### src/rtl/lcd_drv_pkg.sv
package lcd_drv_pkg;
   localparam int LVL_W = 2;
   localparam logic [LVL_W-1:0] LVL_GND = 2'b00;
   localparam logic [LVL_W-1:0] LVL_MID = 2'b01;
   localparam logic [LVL_W-1:0] LVL_SUP = 2'b10;
   localparam int PAIR_SEGS = 32;

   // Address of the word that holds segment s.
   function automatic logic [7:0] seg_addr(input int s);
      if (s < PAIR_SEGS)
         return 8'(8'h80 + 16 * (s % 2) + s / 2);
      else
         return 8'(8'hA0 + 16 * (s - PAIR_SEGS));
   endfunction
endpackage

### src/rtl/lcd_disp_mem.sv
module lcd_disp_mem
   import lcd_drv_pkg::*;
#(
   parameter int NUM_SEG = 34,
   parameter int DW      = 4
) (
   input  logic                    clk,
   input  logic                    rst_n,
   input  logic                    wr_en,
   input  logic [7:0]              addr,
   input  logic [DW-1:0]           wdata,
   output logic [DW-1:0]           rdata,
   output logic [NUM_SEG*DW-1:0]   seg_bits
);
   logic [NUM_SEG-1:0] hit;

   for (genvar s = 0; s < NUM_SEG; s++) begin : g_word
      localparam logic [7:0] WORD_ADDR = seg_addr(s);
      logic [DW-1:0] word_q;

      assign hit[s] = (addr == WORD_ADDR);

      always_ff @(posedge clk or negedge rst_n) begin
         if (!rst_n)
            word_q <= '0;
         else if (wr_en && hit[s])
            word_q <= wdata;
      end

      assign seg_bits[s*DW +: DW] = word_q;
   end

   always_comb begin
      rdata = '0;
      for (int s = 0; s < NUM_SEG; s++)
         if (hit[s]) rdata = rdata | seg_bits[s*DW +: DW];
   end
endmodule

### src/rtl/lcd_phase_seq.sv
module lcd_phase_seq #(
   parameter int NUM_COM = 4,
   localparam int PH_W   = (NUM_COM > 1) ? $clog2(NUM_COM) : 1
) (
   input  logic            clk,
   input  logic            rst_n,
   input  logic            step,
   output logic [PH_W-1:0] phase,
   output logic            invert
);
   localparam logic [PH_W-1:0] LAST = PH_W'(NUM_COM - 1);

   always_ff @(posedge clk or negedge rst_n) begin
      if (!rst_n) begin
         phase  <= '0;
         invert <= 1'b0;
      end else if (step) begin
         if (phase == LAST) begin
            phase  <= '0;
            invert <= ~invert;
         end else begin
            phase <= phase + 1'b1;
         end
      end
   end
endmodule

### src/rtl/lcd_lvl_enc.sv
module lcd_lvl_enc
   import lcd_drv_pkg::*;
#(
   parameter int NUM_COM = 4,
   parameter int NUM_SEG = 34,
   localparam int PH_W   = (NUM_COM > 1) ? $clog2(NUM_COM) : 1
) (
   input  logic [PH_W-1:0]            phase,
   input  logic                       invert,
   input  logic                       blank,
   input  logic [NUM_SEG*NUM_COM-1:0] seg_bits,
   output logic [NUM_COM*LVL_W-1:0]   com_lvl,
   output logic [NUM_SEG*LVL_W-1:0]   seg_lvl
);
   logic [LVL_W-1:0] sel_rail, opp_rail;

   assign sel_rail = invert ? LVL_GND : LVL_SUP;
   assign opp_rail = invert ? LVL_SUP : LVL_GND;

   for (genvar k = 0; k < NUM_COM; k++) begin : g_com
      assign com_lvl[k*LVL_W +: LVL_W] =
         blank                   ? LVL_GND :
         (phase == PH_W'(k))     ? sel_rail : LVL_MID;
   end

   for (genvar s = 0; s < NUM_SEG; s++) begin : g_seg
      logic [NUM_COM-1:0] word;
      logic               lit;
      assign word = seg_bits[s*NUM_COM +: NUM_COM];
      assign lit  = word[phase];
      assign seg_lvl[s*LVL_W +: LVL_W] =
         blank ? LVL_GND : (lit ? opp_rail : sel_rail);
   end
endmodule

### src/rtl/lcd_scan_drv.sv
module lcd_scan_drv
   import lcd_drv_pkg::*;
#(
   parameter int NUM_COM = 4,
   parameter int NUM_SEG = 34
) (
   input  logic                       clk,
   input  logic                       rst_n,
   input  logic                       wr_en,
   input  logic [7:0]                 addr,
   input  logic [NUM_COM-1:0]         wdata,
   output logic [NUM_COM-1:0]         rdata,
   input  logic                       phase_strobe,
   input  logic                       blank,
   output logic [NUM_COM*LVL_W-1:0]   com_lvl,
   output logic [NUM_SEG*LVL_W-1:0]   seg_lvl
);
   localparam int PH_W = (NUM_COM > 1) ? $clog2(NUM_COM) : 1;

   if (NUM_COM < 2 || NUM_COM > 4) begin : g_bad_com
      $error("lcd_scan_drv: NUM_COM must lie in 2..4");
   end
   if (NUM_SEG < 1 || NUM_SEG > PAIR_SEGS + 2) begin : g_bad_seg
      $error("lcd_scan_drv: NUM_SEG must lie in 1..34");
   end

   logic [NUM_SEG*NUM_COM-1:0] seg_bits;
   logic [PH_W-1:0]            phase;
   logic                       invert;

   lcd_disp_mem #(.NUM_SEG(NUM_SEG), .DW(NUM_COM)) u_mem (
      .clk(clk), .rst_n(rst_n), .wr_en(wr_en), .addr(addr),
      .wdata(wdata), .rdata(rdata), .seg_bits(seg_bits)
   );

   lcd_phase_seq #(.NUM_COM(NUM_COM)) u_seq (
      .clk(clk), .rst_n(rst_n), .step(phase_strobe),
      .phase(phase), .invert(invert)
   );

   lcd_lvl_enc #(.NUM_COM(NUM_COM), .NUM_SEG(NUM_SEG)) u_enc (
      .phase(phase), .invert(invert), .blank(blank), .seg_bits(seg_bits),
      .com_lvl(com_lvl), .seg_lvl(seg_lvl)
   );
endmodule

### config.mk
export PLATFORM = sky130hd
export DESIGN_NAME = lcd_scan_drv
export DESIGN_NICKNAME = d
export VERILOG_FILES = /design/src/rtl/lcd_drv_pkg.sv /design/src/rtl/lcd_disp_mem.sv /design/src/rtl/lcd_phase_seq.sv /design/src/rtl/lcd_lvl_enc.sv /design/src/rtl/lcd_scan_drv.sv
export SDC_FILE = /design/constraint.sdc
export NUM_CORES = 1
export LEC_CHECK = 0
export BUFFER_PORTS_ARGS = -buffer_cell sky130_fd_sc_hd__buf_2
export CAP_MARGIN = 10
export CORE_AREA = 3 3 122 154
export DETAILED_ROUTE_END_ITERATION = 10
export DIE_AREA = 0 0 125 157
export GPL_TIMING_DRIVEN = 0
export PLACE_DENSITY = 0.69
export SYNTH_ARGS = -nofsm -noshare
export SYNTH_HDL_FRONTEND = slang
export SYNTH_HIERARCHICAL = 1
export SYNTH_SLANG_ARGS = --single-unit
### constraint.sdc
create_clock -name clk -period 3.6 [get_ports clk]
set_input_delay 0.72 -clock clk [delete_from_list [all_inputs] [get_ports clk]]
set_output_delay 0.72 -clock clk [all_outputs]
set_load 0.01 [all_outputs]
==> results by group, run 1 <==
Logic synthesis
  • Unique cell type count in the Yosys netlist: 59
  • Mapped Cells: 784
  • Post-Synthesis Cell Area: 0.00867 mm2
  • Syn_area_per_cell: 11.1 um2
  • Post-synth EDFFs: 0
  • Asr flop ratio synth: 1.00
  • Most area-consuming cells after synthesis: dfrtp_1 40%, mux2_2 18%, mux2i_1 9.0%
  • #FFs+latches synth: 139
  • Synth top area share: 0.401
  • Largest area contributor in the netlist: dfrtp_1
  • Top_reg_cell synth: dfrtp_1
  • Sequential-to-total area share from yosys stat: 0.401
  • Syn. warnings: 6

Global route
  • First-pass GRT wire length: 43.2 mm
  • Initial antenna violation count: 0
  • Vias in the first global route: 6998
  • Gr usage total: 0.295
  • Largest net degree at the start of global routing: 84
  • GRT Residual Overflow: 0

Timing
  • Fmax: 274 MHz
  • Skew final: 0.0756 ps
  • Slew @ Worst Pin: 897 ps
  • Final period util: 1.01
  • Fin Setup TNS: -53.0 ps
  • PnR worst setup slack: -53.0 ps
  • Slew Viols, Final: 0
  • Relative slew slack: 0.400
  • Final hold vios: 0
  • Min cycle time layout: 3650 ps
  • Setup Viol. Count Final: 1

CTS
  • # hold bufs at CTS: 0
  • CTS tree: yes
  • Clk Latency, worst-skew pair: 430 ps
  • H-tree Lvls: 4
  • Root Buffer: clkbuf_16
  • CTS buffer count: 17
  • Clock sinks: 139
  • Max Root-Sink Buffers: 2
  • CTS clk-pin slew, worst paths: 60 ps

Final layout
  • Fillers: 1531
  • Number of diodes: 0
  • Nets: 917
  • Fin util: 0.580
  • Seq. cell area: 0.00348 mm2
  • Multi-input logic area: 0.00478 mm2
  • Layout cell share with drive strength beyond 1: 0.356
  • Layout area overhead: 16.7%

Run status
  • Violated checks: setup timing
  • Outcome: complete, but fails checks

Floorplanning
  • Starting Density: 0.497
  • DIE AREA: 0.0196 mm2
  • Die width: 125 um
  • Die extent in y: 157 um
  • Row count: 54
  • Core footprint: 0.0174 mm2
  • I/O pin count: 97

Power
  • Peak supply drop: 0.303 mV
  • Pleak: 4.78 nW
  • Comb pwr share: 0.389
  • Clock power share: 0.311
  • Power share of the sequential group: 0.300
  • Sw Share: 0.357
  • P_int: 3.75 mW
  • P_sw: 2.08 mW
  • Pwr dens: 576 mW/mm2

Critical path
  • Delay of the slowest cell on the worst path: 480 ps
  • Crit path required time: 2880 ps
  • Crit path top cell by count: buf_2
  • Slowest stage cell on the critical path: a2111oi_2
  • CP max FO: 8
  • Worst path buffer plus inverter count: 3
  • Delay-heaviest family, CP: simple AND/OR/NAND/NOR gates
  • CP Class: in -> out
  • Endpoint type of the worst setup path: output port
  • Sequence of cells on the critical path: buf_2 -> and4bb_1 -> and2_1 -> buf_2 -> a2111oi_2 -> a311oi_1 -> or4_4 -> buf_2
  • Worst setup SP type: input port
  • CP arrival: 2930 ps

Detailed routing
  • WL per Instance: 25.7 um
  • DRT iter0 DRCs: 768
  • Drt via density: 6.31
  • # DRC: 0
  • Final ANT Viol Nets: 0
  • DR vias: 7170
  • Drt first pass iters: 5
  • WL final: 29.2 mm

Hold path
  • Worst hold path class: in -> async

Run
  • Max_cap viols: 0

Place
  • DP Wirelength: 21.0 mm
  • Count of input and output buffers: 60
  • GPL Wtd Cong: 1.04
[cell usage in the layout (no fill, tap or decap), types with 17 or more instances in the layout]
master / count
nand3_1: 27
mux2_2: 139
dfrtp_1: 139
xnor2_1: 69
o22ai_1: 37
mux2i_1: 78
clkbuf_16: 17
nor2_1: 24
nand2_1: 26
clkbuf_1: 26
conb_1: 34
buf_2: 76
buf_4: 38
[per-stage QoR]
step                      total power, mW  worst slack (ps)  area (um2)  hold slack, ps  std cells
after floorplan                      3.31               563        8790             424        817
after global placement               3.99              -291        9370             455       1101
after detailed placement             4.02              -277        9410             457       1102
after CTS                            5.84             -20.2       10000             268       1134
after global routing                 6.08             -30.9       10100             284       1136
final                                5.83             -53.0       10100             254       1136
[cells in the mapped netlist (3+ instances only)]
cell        n
mux4_2      4
buf_6      10
o21ai_0     7
inv_1       4
a21oi_1    14
buf_2      17
and3_1     10
mux2i_1    78
nor2_1     26
a221oi_1    9
or4_1       3
nor3_1     11
nand2b_1    4
nor2b_1     5
and2_1      4
a22oi_1     9
buf_4      34
or2_2       3
buf_1       5
a31oi_1     4
o22ai_1    37
nand2_1    26
nand4_1    10
nand3_1    27
clkbuf_1   29
a22o_1      6
mux2_2    139
xnor2_1    69
dfrtp_1   139
[sequential cells by signal, indices dropped and copies added (netlist names)]
register / flops
u_seq/invert: 1
u_mem/g_word.word_q: 136
u_seq/phase: 2
[kinds of logic after synthesis]
family                   share of synthesized area
multiplexers                                 0.281
other                                     0.000433
AND/OR/NAND/NOR                             0.0906
XOR/XNOR                                    0.0697
AO/OA/AOI/OAI                               0.0864
adder cells (fa/ha/maj)                    0.00144
buffers and inverters                       0.0691
flip-flops                                   0.401
[power by group through the flow]
stage / Combinational (mW) / Sequential [mW] / Clock (mW)
floorplan: 1.57 / 1.74 / 0
global placement: 2.22 / 1.77 / 0
detailed placement: 2.25 / 1.77 / 0
CTS: 2.27 / 1.74 / 1.83
global route: 2.42 / 1.76 / 1.90
finish: 2.27 / 1.75 / 1.81
[final timing paths]
check	slack [ps]	from	end	cells after the start
setup / recovery	-50	addr[6]	rdata[1]	8
hold / removal	250	rst_n	u_mem/g_word[32].word_q[2]$_DFFE_PN0P_	1
setup reg to reg	2450	u_seq/phase[0]$_DFFE_PN0P_	u_seq/phase[1]$_DFFE_PN0P_	2
hold reg to reg	460	u_seq/invert$_DFFE_PN0P_	u_seq/invert$_DFFE_PN0P_	1
max in group asynchronous	2550	rst_n	u_mem/g_word[14].word_q[0]$_DFFE_PN0P_	2
min in group clk	460	u_seq/invert$_DFFE_PN0P_	u_seq/invert$_DFFE_PN0P_	1
[worst register-to-register path: stages, from the launching register on]
cell	delay (ps)
dfrtp_1	450
ha_1	320
mux2_2	260
[layout make-up]
cell class | instances | share of cell area
repair buffers | 64 | 0.0352
well taps | 224 | 0.0277
flip-flops and latches | 139 | 0.344
clock inverters | 11 | 0.0142
clock buffers | 21 | 0.0455
plain buffers | 94 | 0.0589
multi-input cells | 578 | 0.473
inverters | 5 | 0.00185
[routing by layer]
| layer | global-route usage | wire length [um] | vias to the layer above |
|---|---|---|---|
| li1 | - | - | 3058 |
| met3 | 0.0675 | 2530 | 104 |
| met5 | 0 | 0 | - |
| met1 | 0.367 | 11300 | 3553 |
| met4 | 0.137 | 1480 | 0 |
| met2 | 0.491 | 13900 | 455 |
[timing repair]
| action | in CTS | in global routing |
|---|---|---|
| buffers inserted | 0 | 3 |
| resized for setup | 8 | 20 |
| pin swaps | 0 | 1 |
| endpoints found under the setup margin | 4 | 4 |
(Power assumes the default switching activity.)
==> inputs of run 2 (changes only) <==
Settings changed: PLACE_DENSITY 0.69 to not set, PLACE_DENSITY_LB_ADDON set to 0.2.
Clock period 3.6 ns to 4.7 ns, I/O delays scaled along.
==> run 2 against run 1 <==
- the run now ends clean
- combinational power fell by 25%
- critical endpoint is now rdata[2]
- flip-flop and latch count did not move
- routed wire length fell by 0.83%
- die area did not move
- sequential power fell by 23%
- largest cell class unchanged
- hold slack improved by 210 ps
- non-clock buffer count fell by 2
==> results by group, run 2 (synthesis gave the netlist of run 1 again) <==
Critical path
  • Crit path required time: 3760 ps (+880 ps)
  • CP max FO: 10 (+2)
  • Endpoint type of the worst setup path: output port
  • Worst R2R End: u_seq/phase[1]$_DFFE_PN0P_
  • CP Class: in -> out
  • CP arrival: 3670 ps (+740 ps)
  • Stages on worst setup path: 8 (unchanged)
  • Worst reg2reg startpoint: u_seq/phase[0]$_DFFE_PN0P_
  • Worst path buffer plus inverter count: 3 (unchanged)
  • Delay of the slowest cell on the worst path: 620 ps (+140 ps)
  • Sequence of cells on the critical path: buf_2 -> buf_1 -> nand2_1 -> nor2_2 -> a221oi_1 -> a221oi_1 -> or4_1 -> buf_2
  • Worst setup SP type: input port
  • Reg2Reg Depth: 2 (unchanged)
  • CP Capture Point: rdata[2]
  • Critical Path Start: addr[0]
  • R2R setup slack: 3580 ps (+1130 ps)
  • Slowest stage cell on the critical path: buf_1
  • Delay-heaviest family, CP: simple AND/OR/NAND/NOR gates

Global route
  • Initial antenna violation count: 0 (unchanged)
  • Vias in the first global route: 6812 (-2.7%)
  • Gr usage total: 0.297 (+0.00150)
  • Largest net degree at the start of global routing: 86 (+2.4%)
  • First-pass GRT wire length: 43.6 mm (+0.96%)
  • GRT Residual Overflow: 0 (unchanged)

Detailed routing
  • WL per Instance: 25.5 um (-0.57%)
  • DRT iter0 DRCs: 652 (-15%)
  • # DRC: 0 (unchanged)
  • Drt first pass iters: 8 (+3)
  • WL final: 28.9 mm (-0.83%)
  • Final ANT Viol Nets: 0 (unchanged)
  • DR vias: 6895 (-3.8%)
  • Drt via density: 6.09 (-3.6%)

Timing
  • Fin Setup TNS: 0 ps (+53.0 ps)
  • Fmax: 217 MHz
  • Slew @ Worst Pin: 986 ps (+88.2 ps)
  • Final hold vios: 0 (unchanged)
  • Final period util: 0.982
  • Unrepaired setup endpoints after global routing: no
  • Min cycle time layout: 4610 ps
  • Slew Viols, Final: 0 (unchanged)
  • Skew final: 0.0837 ps (+0.00813 ps)
  • Setup Viol. Count Final: 0 (-1)
  • Hold WS: 460 ps (+206 ps)
  • Relative slew slack: 0.341 (-0.0589)

CTS
  • Clock sinks: 139 (unchanged)
  • Max Root-Sink Buffers: 2 (unchanged)
  • CTS tree: yes
  • # Post-CTS Setup Buffers: 0 (unchanged)
  • Post_cts resized: 0 (-8)
  • Clk Latency, worst-skew pair: 430 ps (about the same)
  • CTS clk-pin slew, worst paths: 50 ps (about the same)
  • H-tree Lvls: 4 (unchanged)
  • CTS buffer count: 17 (unchanged)
  • Root Buffer: clkbuf_16
  • # hold bufs at CTS: 0 (unchanged)

Floorplanning
  • Die width: 125 um (unchanged)
  • DIE AREA: 0.0196 mm2 (unchanged)
  • Starting Density: 0.497 (unchanged)
  • Die extent in y: 157 um (unchanged)
  • Core footprint: 0.0174 mm2 (unchanged)
  • Row count: 54 (unchanged)
  • I/O pin count: 97 (unchanged)

Run status
  • Outcome: completed

Final layout
  • Largest Register: u_mem/g_word.word_q
  • Layout cell share with drive strength beyond 1: 0.337 (-0.0197)
  • Top Registers: u_mem/g_word.word_q: 136 flops, u_seq/phase: 2 flops, u_seq/invert: 1 flops
  • Nets: 915 (-0.22%)
  • Layout area overhead: 15.2%
  • Leading cell types in the layout, fill and taps excluded: 139 x mux2_2, 139 x dfrtp_1, 78 x mux2i_1
  • Number of diodes: 0 (unchanged)
  • Max FFs per register: 136 (unchanged)

Place
  • GPL Wtd Cong: 1.01 (-2.6%)
  • Count of input and output buffers: 60 (unchanged)
  • DP Wirelength: 21.3 mm (+1.3%)

Power
  • Peak supply drop: 0.389 mV (+28%)
  • Pleak: 4.71 nW (-1.4%)
  • Pwr dens: 436 mW/mm2 (-24%)

Hold path
  • Worst hold path class: reg -> reg

Run
  • Max_cap viols: 0 (unchanged)
## run 2: cell types whose count changed in the layout (fill, tap and decap cells not counted), sizes merged
| cell | delta |
|---|---|
| clkbuf | +2 |
| bufinv | -2 |
| clkinv | -1 |
| clkinvlp | -2 |
## run 2: metrics by stage
stage	area (um2)	cells	setup WS (ps)	util	power (mW)
5_1_grt	9980	1133	87.8	0.573	4.56
2_1_floorplan	8790	817	1220	-	2.53
4_1_cts	9980	1133	199	0.573	4.38
3_3_place_gp	9370	1101	235	0.538	3.05
6_report	9980	1133	85.0	0.573	4.35
3_5_place_dp	9410	1102	196	0.540	3.07
## run 2: metal layers
| metal | vias to the layer above | track usage | share of wire |
|---|---|---|---|
| met5 | - | 0 | 0 |
| met4 | 0 | 0.116 | 0.036 |
| met3 | 64 | 0.0485 | 0.069 |
| met2 | 328 | 0.506 | 0.49 |
| met1 | 3469 | 0.380 | 0.41 |
| li1 | 3034 | - | - |
## run 2: power breakdown
| part | total, mW | leakage (nW) | switching [mW] | internal, mW |
|---|---|---|---|---|
| clock | 1.31 | 0.281 | 0.502 | 0.806 |
| sequential | 1.34 | 1.91 | 0.0684 | 1.27 |
| combinational | 1.71 | 2.52 | 0.970 | 0.741 |
## run 2: cell type report
type	instances	area, um2
sequential	139	3480
multi-input combinational	578	4720
tap	224	280
fill	1593	7450
clock inverter	6	60.1
buffer	95	581
inverter	5	18.8
clock buffer	25	515
timing repair buffer	61	334
## run 2: how the worst min path moves through the flow
stage / depth (start not counted) / to / start
2_1_floorplan: 1 / u_seq/invert$_DFFE_PN0P_ / u_seq/invert$_DFFE_PN0P_
5_1_grt: 1 / u_mem/g_word[32].word_q[0]$_DFFE_PN0P_ / rst_n
3_5_place_dp: 1 / u_seq/invert$_DFFE_PN0P_ / u_seq/invert$_DFFE_PN0P_
3_3_place_gp: 1 / u_seq/invert$_DFFE_PN0P_ / u_seq/invert$_DFFE_PN0P_
6_report: 1 / u_seq/invert$_DFFE_PN0P_ / u_seq/invert$_DFFE_PN0P_
4_1_cts: 1 / u_seq/invert$_DFFE_PN0P_ / u_seq/invert$_DFFE_PN0P_
